## src/rtl/hdlc_txd_pkg.sv

```systemverilog
package hdlc_txd_pkg;

    typedef enum logic [1:0] {
        ST_IDLE  = 2'd0,
        ST_OPEN  = 2'd1,
        ST_DATA  = 2'd2,
        ST_CLOSE = 2'd3
    } txd_state_e;

endpackage

```

## src/rtl/hdlc_txd_fsm.sv

```systemverilog
module hdlc_txd_fsm
    import hdlc_txd_pkg::*;
(
    input  logic       clk,
    input  logic       rst_n,
    input  logic       bit_en,
    input  logic       send_msg,
    input  logic       flag_last,
    input  logic       byte_fin,
    input  logic       hold_vld,
    output txd_state_e state,
    output logic       load_byte,
    output logic       req_fire
);

    txd_state_e st_q;
    txd_state_e st_d;

    // state register
    always_ff @(posedge clk) begin
        if (!rst_n) begin
            st_q <= ST_IDLE;
        end else begin
            st_q <= st_d;
        end
    end

    // next-state selection
    always_comb begin
        st_d = st_q;
        if (bit_en) begin
            unique case (st_q)
                ST_IDLE: begin
                    if (flag_last && send_msg) st_d = ST_OPEN;
                end
                ST_OPEN: begin
                    if (flag_last) st_d = ST_DATA;
                end
                ST_DATA: begin
                    if (byte_fin && !hold_vld) st_d = ST_CLOSE;
                end
                ST_CLOSE: begin
                    if (flag_last) st_d = send_msg ? ST_OPEN : ST_IDLE;
                end
                default: st_d = ST_IDLE;
            endcase
        end
    end

    // outputs: byte load and demand
    always_comb begin
        load_byte = 1'b0;
        req_fire  = 1'b0;
        if (bit_en) begin
            unique case (st_q)
                ST_IDLE, ST_CLOSE: begin
                    req_fire = flag_last && send_msg;
                end
                ST_OPEN: begin
                    load_byte = flag_last;
                    req_fire  = flag_last && send_msg;
                end
                ST_DATA: begin
                    load_byte = byte_fin && hold_vld;
                    req_fire  = byte_fin && hold_vld && send_msg;
                end
                default: begin
                    load_byte = 1'b0;
                    req_fire  = 1'b0;
                end
            endcase
        end
    end

    assign state = st_q;

    AST_OPEN_HAS_BYTE: assert property (@(posedge clk) disable iff (!rst_n)
        (st_q == ST_OPEN && bit_en && flag_last) |-> hold_vld);

    AST_CLOSE_FROM_DATA: assert property (@(posedge clk) disable iff (!rst_n)
        (st_q == ST_CLOSE && $past(st_q) != ST_CLOSE) |-> ($past(st_q) == ST_DATA));

endmodule

```

## src/rtl/hdlc_txd_flag.sv

```systemverilog
module hdlc_txd_flag #(
    parameter int              DW       = 8,
    parameter logic [DW-1:0]   FLAG_PAT = 8'h7E
) (
    input  logic clk,
    input  logic rst_n,
    input  logic bit_en,
    input  logic active,
    output logic flag_bit,
    output logic flag_last
);

    localparam int            IW       = (DW > 1) ? $clog2(DW) : 1;
    localparam logic [IW-1:0] LAST_IDX = IW'(DW - 1);

    logic [IW-1:0] fidx_q;

    // position inside the flag; parked at zero while payload is sent
    always_ff @(posedge clk) begin
        if (!rst_n) begin
            fidx_q <= '0;
        end else if (!active) begin
            fidx_q <= '0;
        end else if (bit_en) begin
            fidx_q <= (fidx_q == LAST_IDX) ? '0 : fidx_q + 1'b1;
        end
    end

    always_comb begin
        flag_bit  = FLAG_PAT[LAST_IDX - fidx_q];
        flag_last = (fidx_q == LAST_IDX);
    end

endmodule

```

## src/rtl/hdlc_txd_stuff.sv

```systemverilog
module hdlc_txd_stuff #(
    parameter int DW        = 8,
    parameter int STUFF_RUN = 5
) (
    input  logic          clk,
    input  logic          rst_n,
    input  logic          bit_en,
    input  logic          in_data,
    input  logic          load_byte,
    input  logic [DW-1:0] load_val,
    output logic          data_bit,
    output logic          byte_fin
);

    localparam int            IW       = (DW > 1) ? $clog2(DW) : 1;
    localparam int            OW       = $clog2(STUFF_RUN + 1);
    localparam logic [IW-1:0] LAST_IDX = IW'(DW - 1);
    localparam logic [OW-1:0] RUN_MAX  = OW'(STUFF_RUN);

    logic [DW-1:0] sh_q;
    logic [IW-1:0] idx_q;
    logic [OW-1:0] ones_q;
    logic [OW-1:0] ones_d;
    logic          done_q;
    logic          stuff_now;
    logic          cur_bit;

    always_comb begin
        cur_bit   = sh_q[idx_q];
        stuff_now = (ones_q == RUN_MAX);
        data_bit  = stuff_now ? 1'b0 : cur_bit;
        if (stuff_now) begin
            ones_d = '0;
        end else if (cur_bit) begin
            ones_d = ones_q + 1'b1;
        end else begin
            ones_d = '0;
        end
        // a byte ends after its last data bit, or after the zero it still owes
        if (stuff_now) begin
            byte_fin = bit_en && in_data && done_q;
        end else begin
            byte_fin = bit_en && in_data && (idx_q == LAST_IDX) && (ones_d != RUN_MAX);
        end
    end

    always_ff @(posedge clk) begin
        if (!rst_n) begin
            sh_q   <= '0;
            idx_q  <= '0;
            ones_q <= '0;
            done_q <= 1'b0;
        end else if (bit_en) begin
            ones_q <= in_data ? ones_d : '0;
            if (load_byte) begin
                sh_q   <= load_val;
                idx_q  <= '0;
                done_q <= 1'b0;
            end else if (in_data && !stuff_now && !done_q) begin
                if (idx_q == LAST_IDX) begin
                    done_q <= 1'b1;
                end else begin
                    idx_q <= idx_q + 1'b1;
                end
            end
        end
    end

    AST_STUFF_CLEARS_RUN: assert property (@(posedge clk) disable iff (!rst_n)
        (bit_en && in_data && ones_q == RUN_MAX) |=> (ones_q == '0));

    AST_FLAG_CLEARS_RUN: assert property (@(posedge clk) disable iff (!rst_n)
        (bit_en && !in_data) |=> (ones_q == '0));

    AST_OWED_ZERO_ONLY: assert property (@(posedge clk) disable iff (!rst_n)
        (in_data && done_q) |-> (ones_q == RUN_MAX));

endmodule

```

## src/rtl/hdlc_txd_fetch.sv

```systemverilog
module hdlc_txd_fetch #(
    parameter int DW = 8
) (
    input  logic          clk,
    input  logic          rst_n,
    input  logic          bit_en,
    input  logic          req_fire,
    input  logic          load_byte,
    input  logic [DW-1:0] pay_byte,
    output logic          byte_req,
    output logic [DW-1:0] hold_q,
    output logic          hold_vld
);

    localparam int            HALF = (DW / 2 > 0) ? DW / 2 : 1;
    localparam int            CW   = $clog2(HALF + 1);
    localparam logic [CW-1:0] HALF_C = CW'(HALF);
    localparam logic [CW-1:0] ONE_C  = CW'(1);

    logic [CW-1:0] cap_cnt;

    always_ff @(posedge clk) begin
        if (!rst_n) begin
            byte_req <= 1'b0;
            cap_cnt  <= '0;
            hold_q   <= '0;
            hold_vld <= 1'b0;
        end else begin
            byte_req <= req_fire;
            if (bit_en) begin
                if (req_fire) begin
                    cap_cnt <= HALF_C;
                end else if (cap_cnt != '0) begin
                    cap_cnt <= cap_cnt - 1'b1;
                end
            end
            if (load_byte) begin
                hold_vld <= 1'b0;
            end
            if (bit_en && cap_cnt == ONE_C) begin
                hold_q   <= pay_byte;
                hold_vld <= 1'b1;
            end
        end
    end

    AST_REQ_ONE_CYCLE: assert property (@(posedge clk) disable iff (!rst_n)
        byte_req |=> !byte_req);

    AST_CAPTURE_INTO_EMPTY: assert property (@(posedge clk) disable iff (!rst_n)
        (bit_en && cap_cnt == ONE_C) |-> !hold_vld);

    AST_NO_REQ_WHILE_PENDING: assert property (@(posedge clk) disable iff (!rst_n)
        req_fire |-> (cap_cnt == '0));

endmodule

```

## src/rtl/hdlc_byte_demand_tx.sv

```systemverilog
module hdlc_byte_demand_tx
    import hdlc_txd_pkg::*;
#(
    parameter int            DW        = 8,
    parameter logic [DW-1:0] FLAG_PAT  = 8'h7E,
    parameter int            STUFF_RUN = 5
) (
    input  logic          clk,
    input  logic          rst_n,
    input  logic          bit_en,
    input  logic          send_msg,
    input  logic [DW-1:0] pay_byte,
    output logic          byte_req,
    output logic          line_bit
);

    txd_state_e    state;
    logic          in_data;
    logic          flag_bit;
    logic          flag_last;
    logic          data_bit;
    logic          byte_fin;
    logic          load_byte;
    logic          req_fire;
    logic          hold_vld;
    logic [DW-1:0] hold_q;

    assign in_data = (state == ST_DATA);

    hdlc_txd_fsm u_fsm (
        .clk       (clk),
        .rst_n     (rst_n),
        .bit_en    (bit_en),
        .send_msg  (send_msg),
        .flag_last (flag_last),
        .byte_fin  (byte_fin),
        .hold_vld  (hold_vld),
        .state     (state),
        .load_byte (load_byte),
        .req_fire  (req_fire)
    );

    hdlc_txd_flag #(.DW(DW), .FLAG_PAT(FLAG_PAT)) u_flag (
        .clk       (clk),
        .rst_n     (rst_n),
        .bit_en    (bit_en),
        .active    (!in_data),
        .flag_bit  (flag_bit),
        .flag_last (flag_last)
    );

    hdlc_txd_stuff #(.DW(DW), .STUFF_RUN(STUFF_RUN)) u_stuff (
        .clk       (clk),
        .rst_n     (rst_n),
        .bit_en    (bit_en),
        .in_data   (in_data),
        .load_byte (load_byte),
        .load_val  (hold_q),
        .data_bit  (data_bit),
        .byte_fin  (byte_fin)
    );

    hdlc_txd_fetch #(.DW(DW)) u_fetch (
        .clk       (clk),
        .rst_n     (rst_n),
        .bit_en    (bit_en),
        .req_fire  (req_fire),
        .load_byte (load_byte),
        .pay_byte  (pay_byte),
        .byte_req  (byte_req),
        .hold_q    (hold_q),
        .hold_vld  (hold_vld)
    );

    // serial output register
    always_ff @(posedge clk) begin
        if (!rst_n) begin
            line_bit <= 1'b0;
        end else if (bit_en) begin
            line_bit <= in_data ? data_bit : flag_bit;
        end
    end

    AST_REQ_WITH_SEND: assert property (@(posedge clk) disable iff (!rst_n)
        byte_req |-> $past(send_msg));

    AST_LINE_MOVES_ON_ENABLE: assert property (@(posedge clk) disable iff (!rst_n)
        !$past(bit_en) |-> $stable(line_bit));

    AST_REQ_ONLY_AT_BOUNDARY: assert property (@(posedge clk) disable iff (!rst_n)
        byte_req |-> $past(bit_en));

endmodule

```

## config.mk

```make
export PLATFORM = sky130hd
export DESIGN_NAME = hdlc_byte_demand_tx
export DESIGN_NICKNAME = d
export VERILOG_FILES = /design/src/rtl/hdlc_txd_pkg.sv /design/src/rtl/hdlc_txd_fsm.sv /design/src/rtl/hdlc_txd_flag.sv /design/src/rtl/hdlc_txd_stuff.sv /design/src/rtl/hdlc_txd_fetch.sv /design/src/rtl/hdlc_byte_demand_tx.sv
export SDC_FILE = /design/constraint.sdc
export NUM_CORES = 1
export LEC_CHECK = 0
export BUFFER_PORTS_ARGS = -buffer_cell sky130_fd_sc_hd__buf_4
export CORE_MARGIN = 4
export CORE_UTILIZATION = 59
export CTS_BUF_LIST = sky130_fd_sc_hd__clkbuf_16
export DETAILED_ROUTE_END_ITERATION = 10
export GPL_ROUTABILITY_DRIVEN = 1
export PLACE_DENSITY = 0.79
export SETUP_SLACK_MARGIN = 0.05
export SLEW_MARGIN = 20
export SYNTH_ARGS = -nofsm -noshare
export SYNTH_HDL_FRONTEND = slang
export SYNTH_SLANG_ARGS = --single-unit
```

## constraint.sdc

```tcl
create_clock -name clk -period 2.2 [get_ports clk]
set_input_delay 0.44 -clock clk [delete_from_list [all_inputs] [get_ports clk]]
set_output_delay 0.44 -clock clk [all_outputs]
set_load 0.02 [all_outputs]
```

Word-level counts from Yosys, hierarchy flattened
Memories as Yosys holds them, arrays and structs flattened.
Cells that the tools add are included.
{"block": "classes", "eq_ne": 13, "n_mux": 30, "n_addsub": 5, "bitwise": 1, "magnitude_cmp": 2, "reduce_logical": 27}
{"operator": "two-way mux 3 bit", "count": 9}
{"operator": "two-way mux 1 bit", "count": 13}
{"operator": "logical AND 1 bit", "count": 11}
{"operator": "adder 3 x 1 -> 3 bit (second input constant)", "count": 3}
{"operator": "== test 3 bit (second input constant)", "count": 3}
{"operator": "less-than comparator 3 x 4 -> 1 bit (second input constant)", "count": 2}
{"operator": "two-way mux 2 bit", "count": 4}
{"operator": "inequality test 2 x 1 -> 1 bit (second input constant)", "count": 4}
{"operator": "case mux 2 bit (4 select lines)", "count": 1}
{"operator": "nonzero test 2 bit", "count": 4}
{"operator": "AND reduction 3 bit", "count": 2}
{"operator": "AND reduction 5 bit", "count": 1}
{"operator": "== test 2 bit (second input constant)", "count": 2}
{"operator": "case mux 1 bit (2 select lines)", "count": 2}
{"operator": "AND reduction 2 bit", "count": 2}
{"operator": "binary-select mux 1 bit (select 3 bit)", "count": 1}
{"operator": "== test 3 x 1 -> 1 bit (second input constant)", "count": 1}
{"operator": "logical NOT 1 bit", "count": 3}
{"operator": "inequality test 3 bit (second input constant)", "count": 1}
{"operator": "nonzero test 3 bit", "count": 1}
{"operator": "OR reduction 3 bit", "count": 1}
{"operator": "subtractor 3 x 1 -> 3 bit (second input constant)", "count": 1}
{"operator": "subtractor 3 bit (first input constant)", "count": 1}
{"operator": "== test 2 x 1 -> 1 bit (second input constant)", "count": 1}
{"operator": "other kinds (4)", "count": 4}
{"block": "totals", "n_memories": 1, "romBits": 8, "input_bits": 12, "reg_bits": 34}
{"memory": "(name not given)", "depth": 8, "word_bits": 1, "rd": 1, "rd_ports_with_merged_regs": 0, "write_ports": 0, "line": "hdlc_txd_flag.sv:30", "text": "flag_bit = FLAG_PAT[LAST_IDX - fidx_q];"}

Logic depth before layout (Yosys ltp)
{"block": "logic_depth", "word_depth": 13, "ltp_mapped": 8, "mapped_depth_nobuf": 7}

Hierarchy
A second synthesis with hierarchy kept.
{"block": "hier_totals", "hier_cells": 204, "area_unflattened_um2": 1824.2}
{"module": "hdlc_txd_stuff", "area_per_inst_um2": 768.2, "seq_area_each_um2": 300.3, "cells_per_inst": 94, "instances": 1}
{"module": "hdlc_txd_fetch", "area_per_inst_um2": 558.0, "seq_area_each_um2": 260.2, "cells_per_inst": 54, "instances": 1}
{"module": "hdlc_txd_fsm", "area_per_inst_um2": 241.5, "seq_area_each_um2": 40.0, "cells_per_inst": 31, "instances": 1}
{"module": "hdlc_txd_flag", "area_per_inst_um2": 182.7, "seq_area_each_um2": 60.1, "cells_per_inst": 18, "instances": 1}
{"module": "hdlc_byte_demand_tx", "area_per_inst_um2": 73.8, "seq_area_each_um2": 20.0, "cells_per_inst": 7, "instances": 1}

Worst setup path after synthesis
No wires, ideal clock.
{"block": "synth_path", "path_type": "reg2reg", "start": "reg u_stuff.idx_q[1]", "end": "reg u_fsm.st_q[0], in the netlist u_fsm.state[0]", "arrival_time_ns": 1.714, "path_stages_with_launch": 8, "setup_time_ns": 0.095, "path_slack_ns": 0.391, "n_path_buf": 0, "period_less_slack_ns": 1.809, "required_time_ns": 2.105, "path_cell_list": "dfxtp_1 -> ha_1 -> ha_1 -> a21boi_0 -> o21bai_1 -> a221oi_1 -> o311ai_0 -> a221oi_1"}
{"block": "synth_between", "elab_chain_cells": 10, "word_cells_on_any_way": 12, "cone_classes": "eq/ne (3); mux (5); reduce/logical (4)"}
{"element": "start: declaration", "line": "hdlc_txd_stuff.sv:21", "text": "logic [IW-1:0] idx_q;"}
{"element": "start signal: assignment", "line": "hdlc_txd_stuff.sv:63", "text": "idx_q <= idx_q + 1'b1;"}
{"element": "binary-select mux 1 bit (select 3 bit)", "line": "hdlc_txd_stuff.sv:29", "text": "cur_bit = sh_q[idx_q];"}
{"element": "two-way mux 1 bit (not written as such)", "line": "hdlc_txd_stuff.sv:29"}
{"element": "two-way mux 3 bit", "line": "hdlc_txd_stuff.sv:34", "text": "end else if (cur_bit) begin"}
{"element": "two-way mux 3 bit", "line": "hdlc_txd_stuff.sv:32", "text": "if (stuff_now) begin"}
{"element": "inequality test 3 bit", "line": "hdlc_txd_stuff.sv:43", "text": "byte_fin = bit_en && in_data && (idx_q == LAST_IDX) && (ones_d != RUN_MAX);"}
{"element": "logical AND 1 bit (*)", "line": "hdlc_txd_stuff.sv:43"}
{"element": "two-way mux 1 bit (*)", "line": "hdlc_txd_stuff.sv:40", "text": "if (stuff_now) begin"}
{"element": "logical AND 1 bit (*)", "line": "hdlc_txd_fsm.sv:40", "text": "if (byte_fin && !hold_vld) st_d = ST_CLOSE;"}
{"element": "inequality test 2 x 1 -> 1 bit (no line) (*)"}
{"element": "AND reduction 5 bit (no line) (*)"}
{"element": "end signal: assignment", "line": "hdlc_txd_fsm.sv:24", "text": "st_q <= st_d;"}
{"element": "end: declaration", "line": "hdlc_txd_fsm.sv:16", "text": "txd_state_e st_q;"}
Every way passes the cells marked *; elsewhere a longest branch is shown, timed or not. The select of a mux whose other input is x is not followed.
A chain may end at the register's enable or synchronous reset.

Worst setup path in the final report
{"block": "layout_path", "start": "reg u_stuff.idx_q[1]", "end": "reg u_stuff.done_q"}
{"block": "layout_between", "elab_chain_cells": 12, "word_cells_on_any_way": 16, "cone_classes": "eq/ne (2); mux (8); reduce/logical (6)"}
{"element": "binary-select mux 1 bit (select 3 bit)", "line": "hdlc_txd_stuff.sv:29"}
{"element": "two-way mux 1 bit (not written as such)", "line": "hdlc_txd_stuff.sv:29"}
{"element": "two-way mux 3 bit", "line": "hdlc_txd_stuff.sv:34"}
{"element": "two-way mux 3 bit", "line": "hdlc_txd_stuff.sv:32"}
{"element": "inequality test 3 bit", "line": "hdlc_txd_stuff.sv:43"}
{"element": "logical AND 1 bit", "line": "hdlc_txd_stuff.sv:43"}
{"element": "two-way mux 1 bit", "line": "hdlc_txd_stuff.sv:40"}
{"element": "logical AND 1 bit", "line": "hdlc_txd_fsm.sv:64", "text": "load_byte = byte_fin && hold_vld;"}
{"element": "case mux 1 bit (2 select lines)", "line": "hdlc_txd_fsm.sv:55", "text": "unique case (st_q)"}
{"element": "two-way mux 1 bit", "line": "hdlc_txd_fsm.sv:54", "text": "if (bit_en) begin"}
{"element": "nonzero test 2 bit (no line)"}
{"element": "AND reduction 3 bit (no line)"}
{"element": "end signal: assignment", "line": "hdlc_txd_stuff.sv:52", "text": "done_q <= 1'b0;"}
{"element": "end signal: assignment", "line": "hdlc_txd_stuff.sv:58", "text": "done_q <= 1'b0;"}
{"element": "end signal: assignment", "line": "hdlc_txd_stuff.sv:61", "text": "done_q <= 1'b1;"}
{"element": "end: declaration", "line": "hdlc_txd_stuff.sv:24", "text": "logic done_q;"}
Several ways; a longest one is shown, not always the timed one. The select of a mux whose other input is x is not followed.

==> flow_summary.json <==
{
  "dp_hpwl_um": 2590,
  "p_leak_nw": 0.897,
  "clock_latency_ns": 0.28,
  "core_area_um2": 2830,
  "fmax_ghz": 0.502,
  "powerDensity_nw_per_um2": 749,
  "hold_path_class": "in -> reg",
  "gp_congestion": 0.885,
  "ys_async_sr_fraction_pct": 0,
  "utilization_pct": 74.3,
  "initial_core_util_pct": 63.6,
  "maxSlewHeadroom_pct": 58.8,
  "syn-cell-area_um2": 1800,
  "die_x_um": 63.2,
  "die_h_um": 63.2,
  "synth_sequential_area_ratio_pct": 37.8,
  "clkTransAtPathRegs_ns": 0.05,
  "ios": 14,
  "period_minus_slack_ns": 1.99,
  "worstPathRequired_ns": 2.36,
  "syn_nets": 224,
  "start_kind": "register",
  "status": "finished, final reports clean",
  "routedWlPerCell_um": 15.1,
  "startpoint": "u_stuff.idx_q[1]",
  "postRouteAntennaNets": 0,
  "critPathTopFamily": "compound AO/OA/AOI/OAI gates",
  "worstMarginPinSlew_ns": 0.613,
  "syn_avg_cell_area_um2": 9.18,
  "num_vias": 1396,
  "num-nets-final": 240,
  "finalCritPeriodShare_pct": 90.5,
  "cp_data_arrival_time_ns": 2.15,
  "routed_wirelength_um": 3680,
  "grt_start_max_net_pins": 25,
  "diodes": 0,
  "crit_slowest_cell": "dfxtp_1",
  "regArea_um2": 681,
  "grt_util_all_layers_pct": 20.4,
  "cts_tree": "done",
  "clock_path_buffers": 2,
  "drc": 0,
  "whs_path_depth": 3,
  "path_cells": "ha_1, ha_1, a21boi_1, o211ai_1, a21oi_1, o31a_4, buf_4, nor3_2",
  "grt_pass1_wl_um": 6320,
  "multiInputGateArea_um2": 1040,
  "max_stage_delay_ns": 0.41,
  "dr.max_layer_used": "met4",
  "synth.distinct_cells": 41,
  "crit_fanout": 12,
  "met1_length_um": 1600,
  "syn-instance-count": 196,
  "yosysWarnings": 0,
  "synth_edf_count": 0,
  "dp.cells": 233,
  "irDropWorstVdd_uv": 682,
  "fin_skew_ns": 0.00573,
  "area_delta_synth_final_pct": 16.8,
  "drt-pass1-iter-count": 4,
  "place_ws_ns": 0.0653,
  "path_class": "reg -> reg",
  "fin_ws_ns": 0.209,
  "overflow": 0,
  "final_cell_count_no_fill": 244,
  "port_buffers": 13,
  "setup_violations": 0,
  "htree_levels": 2,
  "hp-start": "pay_byte[1]",
  "grt_pass1_vias": 1417,
  "slew_viol_final": 0,
  "r2r_cells": 8,
  "drtIter0Drc": 61,
  "rsz0062_at_grt": "no",
  "ys.flop_type": "dfxtp_1",
  "rows": 19,
  "synth.ff_latch_count": 34,
  "grt_antenna_before_repair": 0,
  "timing.rr.start": "u_stuff.idx_q[1]",
  "cp.buffers_inverters": 1,
  "cts_sinks": 34,
  "via_per_inst": 5.72,
  "cts-root-buf": "clkbuf_16",
  "drive_gt1_share_pct": 16.9,
  "cp_common_cell": "ha_1",
  "dieArea_um2": 4000,
  "cts_buffers": 5,
  "setup_tns_ns": 0,
  "finalHoldViolations": 0,
  "wl_met3_um": 141,
  "crit_cells": 8,
  "drv_cap": 0,
  "fill_cells": 201,
  "crit_path_end_kind": "register",
  "wl_met2_um": 1880
}
area by class of cell:
class,instances,area share [%]
Timing Repair Buffer,17,6.07
Inverter,11,1.96
Clock buffer,5,5.95
Sequential cell,34,32.4
Multi-Input combinational cell,143,49.6
Tap cell,31,1.85
Clock inverter,3,2.14
worst register-to-register path: cells and delay by family, from the launching register on:
kind	cells	cell delay, ns
compound gates	4	0.90
simple gates	1	0.04
buf+inv	1	0.17
fa+ha+maj	2	0.36
flops	1	0.41
timing repair:
action | in CTS | in global routing
setup buffers | 0 | 3
endpoints found under the setup margin | 0 | 13
hold buffers | 0 | 0
gates resized for setup | 0 | 3
layout by cell type, fill, tap and decap left out, types with 3 or more instances in the layout:
master     instances
clkbuf_16          5
nand2_1           30
inv_1             10
mux2i_1           27
nand3b_1           3
nor3_2             4
buf_4             17
nor2_1            17
dfxtp_1           34
ha_1              16
and3_1             3
a21oi_1            7
nor2b_1            3
registers in the layout (all words and copies together) (netlist names):
name,cells
u_stuff.ones_q,3
u_fetch.cap_cnt,3
u_stuff.idx_q,3
u_flag.fidx_q,3
u_fetch.hold_q,8
u_fetch.hold_vld,1
u_fetch.byte_req,1
u_stuff.sh_q,8
line_bit,1
u_fsm.state,2
u_stuff.done_q,1
power breakdown:
part	switching, W	internal (W)	total, W
logic	0.0000659	0.0000554	0.000121
registers	0.0000147	0.000635	0.000650
clock network	0.000269	0.000533	0.000802
metal layers:
metal / vias to the layer above / global-route usage, %
li1: 702 / -
met1: 665 / 23.2
met2: 23 / 35.8
met3: 6 / 6.75
met4: 0 / 6.47
met5: - / 0
final timing paths:
| path | to | slack, ns |
|---|---|---|
| worst max-delay path | u_stuff.done_q | 0.21 |
| worst min-delay path | u_fetch.hold_q[1] | 0.39 |
| worst min register to register | u_stuff.sh_q[7] | 0.46 |
| worst max register to register | u_stuff.done_q | 0.21 |
cell usage after synthesis, types with 2 or more instances:
master | instances | area, um^2
dfxtp_1 | 34 | 681
nand2_1 | 30 | 113
mux2i_1 | 27 | 270
nor2_1 | 17 | 63.8
ha_1 | 16 | 200
inv_1 | 10 | 37.5
a21oi_1 | 7 | 35.0
clkbuf_1 | 4 | 15.0
nor3_2 | 4 | 40.0
and3_1 | 3 | 18.8
nand3b_1 | 3 | 22.5
nor2b_1 | 3 | 18.8
a211oi_1 | 2 | 15.0
a221oi_1 | 2 | 17.5
and2_1 | 2 | 12.5
buf_1 | 2 | 7.51
buf_6 | 2 | 22.5
nand2b_1 | 2 | 12.5
o21ai_0 | 2 | 10.0
o21bai_1 | 2 | 15.0
o22ai_1 | 2 | 12.5
cell families after synthesis:
| kind of cell | Yosys count | synth area share (%) |
|---|---|---|
| and+or+nand+nor | 70 | 19.1 |
| DFF | 34 | 37.8 |
| muxes | 28 | 15.6 |
| AOI/OAI and AO/OA | 27 | 10.5 |
| buffers and inverters | 19 | 4.80 |
| adders and majority gates | 16 | 11.1 |
| xor gates and xnor gates | 2 | 0.974 |
through the flow:
stage	cell area (um^2)	power, W	hold slack, ns
after floorplan	1800	0.000746	0.434
after global placement	1900	0.000773	0.443
after detailed placement	1900	0.000781	0.454
after CTS	2070	0.00159	0.392
after global routing	2100	0.00164	0.409
final	2100	0.00157	0.393
Power figures use the tool's default switching activity.
